File: src/rtl/irq_entry_pkg.sv
package irq_entry_pkg;
  typedef enum logic [1:0] {
    OP_SEQ   = 2'd0,
    OP_ENTRY = 2'd1,
    OP_RET   = 2'd2
  } irq_op_e;
endpackage

File: src/rtl/irq_lifo.sv
module irq_lifo #(
  parameter int W     = 16,
  parameter int DEPTH = 8
) (
  input  logic         clk_i,
  input  logic         rst_ni,
  input  logic         push_req_i,
  input  logic         push_ok_i,
  input  logic         pop_req_i,
  input  logic         pop_ok_i,
  input  logic [W-1:0] din_i,
  output logic [W-1:0] top_o,
  output logic         full_o,
  output logic         empty_o,
  output logic         ovf_o,
  output logic         unf_o
);
  localparam int CW    = $clog2(DEPTH + 1);
  localparam int PTR_W = (DEPTH > 1) ? $clog2(DEPTH) : 1;

  logic [W-1:0]  mem_q [DEPTH];
  logic [CW-1:0] cnt_q;
  logic [CW-1:0] top_idx;
  logic          do_push, do_pop;

  assign full_o  = (cnt_q == CW'(DEPTH));
  assign empty_o = (cnt_q == '0);
  assign do_push = push_req_i & push_ok_i;
  assign do_pop  = pop_req_i & pop_ok_i;
  assign top_idx = cnt_q - CW'(1);
  assign top_o   = empty_o ? '0 : mem_q[top_idx[PTR_W-1:0]];

  always_ff @(posedge clk_i) begin
    if (do_push) mem_q[cnt_q[PTR_W-1:0]] <= din_i;
  end

  always_ff @(posedge clk_i or negedge rst_ni) begin
    if (!rst_ni) begin
      cnt_q <= '0;
      ovf_o <= 1'b0;
      unf_o <= 1'b0;
    end else begin
      if (do_push)      cnt_q <= cnt_q + CW'(1);
      else if (do_pop)  cnt_q <= cnt_q - CW'(1);
      if (push_req_i && full_o) ovf_o <= 1'b1;
      if (pop_req_i && empty_o) unf_o <= 1'b1;
    end
  end
endmodule

File: src/rtl/irq_ctrl.sv
module irq_ctrl
  import irq_entry_pkg::*;
(
  input  logic    clk_i,
  input  logic    rst_ni,
  input  logic    irq_i,
  input  logic    ret_i,
  input  logic    ie_i,
  output irq_op_e op_o
);
  logic pend_q, take;

  // level or pulse both latch; cleared only by the entry that serves it
  assign take = (irq_i | pend_q) & ie_i;

  always_comb begin
    if (take)       op_o = OP_ENTRY;
    else if (ret_i) op_o = OP_RET;
    else            op_o = OP_SEQ;
  end

  always_ff @(posedge clk_i or negedge rst_ni) begin
    if (!rst_ni) pend_q <= 1'b0;
    else         pend_q <= (pend_q | irq_i) & ~take;
  end
endmodule

File: src/rtl/irq_entry_unit.sv
module irq_entry_unit
  import irq_entry_pkg::*;
#(
  parameter int          PC_W     = 16,
  parameter int          PSW_W    = 8,
  parameter int          IE_BIT   = 0,
  parameter int          DEPTH    = 8,
  parameter logic [15:0] VECTOR   = 16'h0010,
  parameter logic [15:0] RESET_PC = 16'h0000
) (
  input  logic             clk_i,
  input  logic             rst_ni,
  input  logic             irq_i,
  input  logic             ret_i,
  input  logic [PC_W-1:0]  next_pc_i,
  input  logic             psw_we_i,
  input  logic [PSW_W-1:0] psw_i,
  output logic [PC_W-1:0]  pc_o,
  output logic [PSW_W-1:0] psw_o,
  output logic             kill_o,
  output logic             rs_ovf_o,
  output logic             rs_unf_o,
  output logic             ds_ovf_o,
  output logic             ds_unf_o,
  output logic             err_o
);
  localparam logic [PC_W-1:0]  VEC_PC  = PC_W'(VECTOR);
  localparam logic [PC_W-1:0]  RST_PC  = PC_W'(RESET_PC);
  localparam logic [PSW_W-1:0] IE_MASK = PSW_W'(1) << IE_BIT;

  irq_op_e          op;
  logic [PC_W-1:0]  pc_q, pc_d, rs_top;
  logic [PSW_W-1:0] psw_q, psw_d, ds_top;
  logic             err_q;
  logic             rs_full, rs_empty, ds_full, ds_empty;
  logic             push_req, pop_req, push_ok, pop_ok;

  irq_ctrl u_ctrl (
    .clk_i  (clk_i),
    .rst_ni (rst_ni),
    .irq_i  (irq_i),
    .ret_i  (ret_i),
    .ie_i   (psw_q[IE_BIT]),
    .op_o   (op)
  );

  assign push_req = (op == OP_ENTRY);
  assign pop_req  = (op == OP_RET);
  // both stacks move together or not at all
  assign push_ok  = ~rs_full & ~ds_full;
  assign pop_ok   = ~rs_empty & ~ds_empty;

  irq_lifo #(.W(PC_W), .DEPTH(DEPTH)) u_rstk (
    .clk_i      (clk_i),
    .rst_ni     (rst_ni),
    .push_req_i (push_req),
    .push_ok_i  (push_ok),
    .pop_req_i  (pop_req),
    .pop_ok_i   (pop_ok),
    .din_i      (pc_q),
    .top_o      (rs_top),
    .full_o     (rs_full),
    .empty_o    (rs_empty),
    .ovf_o      (rs_ovf_o),
    .unf_o      (rs_unf_o)
  );

  irq_lifo #(.W(PSW_W), .DEPTH(DEPTH)) u_dstk (
    .clk_i      (clk_i),
    .rst_ni     (rst_ni),
    .push_req_i (push_req),
    .push_ok_i  (push_ok),
    .pop_req_i  (pop_req),
    .pop_ok_i   (pop_ok),
    .din_i      (psw_q),
    .top_o      (ds_top),
    .full_o     (ds_full),
    .empty_o    (ds_empty),
    .ovf_o      (ds_ovf_o),
    .unf_o      (ds_unf_o)
  );

  always_comb begin
    pc_d  = next_pc_i;
    psw_d = psw_q;
    unique case (op)
      OP_ENTRY: begin
        pc_d  = VEC_PC;
        psw_d = psw_q & ~IE_MASK;
      end
      OP_RET: begin
        if (pop_ok) begin
          pc_d  = rs_top;
          psw_d = ds_top;
        end
      end
      default: begin
        if (psw_we_i) psw_d = psw_i;
      end
    endcase
  end

  always_ff @(posedge clk_i or negedge rst_ni) begin
    if (!rst_ni) begin
      pc_q  <= RST_PC;
      psw_q <= '0;
      err_q <= 1'b0;
    end else begin
      pc_q  <= pc_d;
      psw_q <= psw_d;
      if (push_req && !push_ok) err_q <= 1'b1;
    end
  end

  assign pc_o   = pc_q;
  assign psw_o  = psw_q;
  assign kill_o = push_req;
  assign err_o  = err_q;
endmodule

File: config.mk
export PLATFORM = sky130hd
export DESIGN_NAME = irq_entry_unit
export DESIGN_NICKNAME = d
export VERILOG_FILES = /design/src/rtl/irq_entry_pkg.sv /design/src/rtl/irq_lifo.sv /design/src/rtl/irq_ctrl.sv /design/src/rtl/irq_entry_unit.sv
export SDC_FILE = /design/constraint.sdc
export NUM_CORES = 1
export LEC_CHECK = 0
export CAP_MARGIN = 20
export CORE_ASPECT_RATIO = 1.2
export CORE_MARGIN = 1.5
export CORE_UTILIZATION = 53
export DETAILED_ROUTE_END_ITERATION = 12
export GPL_TIMING_DRIVEN = 0
export HOLD_SLACK_MARGIN = 0.03
export PLACE_DENSITY = 0.78
export SETUP_SLACK_MARGIN = 0.02
export SLEW_MARGIN = 20
export SYNTH_ARGS = -nofsm -noshare
export SYNTH_HDL_FRONTEND = slang
export SYNTH_SLANG_ARGS = --single-unit
export TNS_END_PERCENT = 1
File: constraint.sdc
create_clock -name clk_i -period 3.7 [get_ports clk_i]
set_input_delay 0.74 -clock clk_i [delete_from_list [all_inputs] [get_ports clk_i]]
set_output_delay 0.74 -clock clk_i [all_outputs]
set_load 0.02 [all_outputs]
==> results.ini <==
[timing]
rsz0062_at_grt = no
fin_worst_skew_ns = 0.009817
tns_ns = 0
min_period_ns = 3.331
max_freq_ghz = 0.3002
worstMarginPinSlew_ns = 0.9606
fin_ws_ns = 0.3687
setup_viol = 0
hold_violations = 0
period_share_pct = 90.03
maxSlewViolCount = 0
slew_headroom_pct = 35.96

[floorplanning]
ios = 59
start_util_pct = 54.64
rows = 52
die_w_um = 123.8
die_area_um2 = 18310
die_h_um = 147.9
coreArea_um2 = 16980

[clock_network]
cts-htree-levels = 1
clockBufferDepth = 3
cts_root_buf = clkbuf_16
cts.reportedPaths.clkPinSlew_ns = 0.06
cts_num_sinks = 230
cts_tree = yes
cts_setup_buffers = 0
cts_made_buffers = 22
clkLatencyLatePin_ns = 0.50

[grt]
grt_pass1_vias = 5521
grt_max_degree = 30
grt_use_total_pct = 22.49
globalRouteOverflowTotal = 0
antenna_found_initial = 0
grt_pass1_wl_mm = 30.64

[finish]
design_area_um2 = 11020
layout_commonest_cell = edfxtp_1
drive_gt1_share_pct = 18.67
final_cell_mix = 192 x edfxtp_1, 57 x clkdlybuf4s50_1, 38 x dfrtp_1
layout.nets = 669
fillCellCount = 1112
num_antenna_cells = 0
area_growth_pct = 18.73

[synthesis]
synth_warnings = 0
yosysTopAreaCell = edfxtp_1
ys_ff_latch = 230
synthesis.nets = 570
synth_edf_count = 192
synthArstFlopShare_pct = 16.52
yosysUniqueCellTypes = 48
synth_top_cells_by_area = edfxtp_1 62%, dfrtp_1 10%, mux4_2 8.3%
synth_area_per_cell_um2 = 17.34
ys.flop_type = edfxtp_1
synth.top_cell.area_share_pct = 62.14
synth_area_um2 = 9279
ys_seq_area_share_pct = 72.38
syn_inst = 535

[pwr]
leakage_nw = 3.815
p_per_area_nw_per_um2 = 894.2
combPwrFrac_pct = 38.1
p_int_mw = 6.385
power_mw = 9.851
clkPwrFrac_pct = 21.0
swShare_pct = 35.19
vdd_drop_max_uv = 486.7
seq_power_share_pct = 40.9
p_sw_mw = 3.466

[placement]
dp_hpwl_mm = 13.29
gp_congestion = 0.8399
port_buffers = 58
dpl_cell_area_um2 = 10350
pre_cts_slack_ns = 0.1727

[setup_path]
r2r-start = u_dstk.cnt_q[0]$_DFFE_PN0P_
start_kind = flip-flop
reg2reg_slack_ns = 0.37
cp_max_fo = 10
slowest_stage = nor3b_2
path_class = flip-flop to flip-flop
cpMostUsedCell = buf_2
cpLargestDelayFamily = simple AND/OR/NAND/NOR gates
reg2reg_depth = 9
crit_chain = buf_2 > buf_2 > inv_1 > ha_1 > nand3b_1 > nand4_1 > nor3b_2 > buf_6 > buf_4
r2r-end = u_rstk.mem_q[5][0]$_DFFE_PP_
path_buf_inv = 5
end_kind = flip-flop
max_stage_delay_ns = 0.67
cp.required_ns = 3.92
arrival_ns = 3.55

[route]
drt_iter0_drc = 447
drc = 0
wire_per_inst_um = 22.79
ant_nets = 0
num_vias = 5188
first_pass_iters = 5
viasPerCell = 6.005
routed_wl_mm = 19.69

[run_status]
status = finished clean

[min_path]
hp-class = input port to async pin

[flow_run]
cap_violations = 0

==> synthesized netlist by cell type, types with 3 or more instances <==
master	n
nand3_1	9
nor4_1	4
xnor2_1	4
o21bai_1	4
mux4_2	34
o21ai_1	6
dfrtp_1	38
inv_1	4
mux2i_1	23
nor2_1	9
nor3_1	21
a31oi_1	8
nor3b_1	15
a21oi_1	13
mux2_1	10
buf_2	10
buf_1	3
clkbuf_1	13
nand2b_1	7
edfxtp_1	192
a211oi_1	10
buf_4	6
mux2_2	4
nand2_1	34
a221o_1	7
ha_1	6
o21ai_0	10
==> final cells by class <==
| type | count | area, µm² | share of cell area (%) |
|---|---|---|---|
| inverters | 5 | 18.77 | 0.1704 |
| clock inverters | 9 | 38.79 | 0.3521 |
| clock buffers | 29 | 618.1 | 5.610 |
| multi-input cells | 266 | 2442 | 22.17 |
| repair buffers | 75 | 734.5 | 6.667 |
| well taps | 216 | 270.3 | 2.453 |
| plain buffers | 34 | 177.7 | 1.613 |
| flip-flops and latches | 230 | 6716 | 60.97 |
==> cell families after synthesis <==
group           count (synthesis)  synth area share, %
compound gates                 66                4.693
xor+xnor                        9                1.092
fa+ha+maj                       6               0.8090
buf+inv                        39                2.117
flops                         230                72.38
mux                            71                12.43
simple gates                  114                6.473
==> power by group through the flow <==
stage,clock [mW],sequential [mW],combinational (mW)
3_3_place_gp,0,4.02,3.54
2_1_floorplan,0,4.09,2.36
3_5_place_dp,0,4.08,3.73
5_1_grt,2.20,4.09,4.04
4_1_cts,2.10,4.03,3.76
6_report,2.07,4.03,3.75
==> registers in the layout, summed over array words and instances, names as in the netlist, 4 cells and up <==
signal        count
u_rstk.mem_q    128
u_dstk.cnt_q      4
u_rstk.cnt_q      4
psw_o             8
pc_o             16
u_dstk.mem_q     64
==> routing by layer <==
layer / GRT usage [%] / up-vias / part of all wire (%)
met5: 0 / - / 0
met4: 6.092 / 0 / 1.8
met3: 3.665 / 38 / 5.9
met2: 39.20 / 211 / 52
met1: 29.26 / 2628 / 40
li1: - / 2311 / -
==> per-stage QoR <==
step	hold WS (ns)	utilization (%)	instances
6_report	0.1252	64.88	864
5_1_grt	0.1277	64.88	864
2_1_floorplan	0.4444	-	535
4_1_cts	0.1128	64.81	864
3_3_place_gp	0.4673	59.65	809
3_5_place_dp	0.4834	60.94	826
==> worst max path at each step <==
stage / start / endpoint / cells past startpoint
after detailed placement: irq_i / u_rstk.mem_q[6][6]$_DFFE_PP_ / 7
after global routing: u_dstk.cnt_q[0]$_DFFE_PN0P_ / u_rstk.mem_q[5][0]$_DFFE_PP_ / 9
after floorplan: u_rstk.cnt_q[0]$_DFFE_PN0P_ / u_rstk.mem_q[2][0]$_DFFE_PP_ / 7
final: u_dstk.cnt_q[0]$_DFFE_PN0P_ / u_rstk.mem_q[5][0]$_DFFE_PP_ / 9
after CTS: u_dstk.cnt_q[0]$_DFFE_PN0P_ / u_rstk.mem_q[6][11]$_DFFE_PP_ / 9
after global placement: irq_i / u_rstk.mem_q[2][6]$_DFFE_PP_ / 5
==> what timing repair did <==
action                                  CTS  global route
gates resized for setup                   0             1
endpoints found under the setup margin    0             5
hold buffers                              0             0
(Power assumes the default switching activity.)
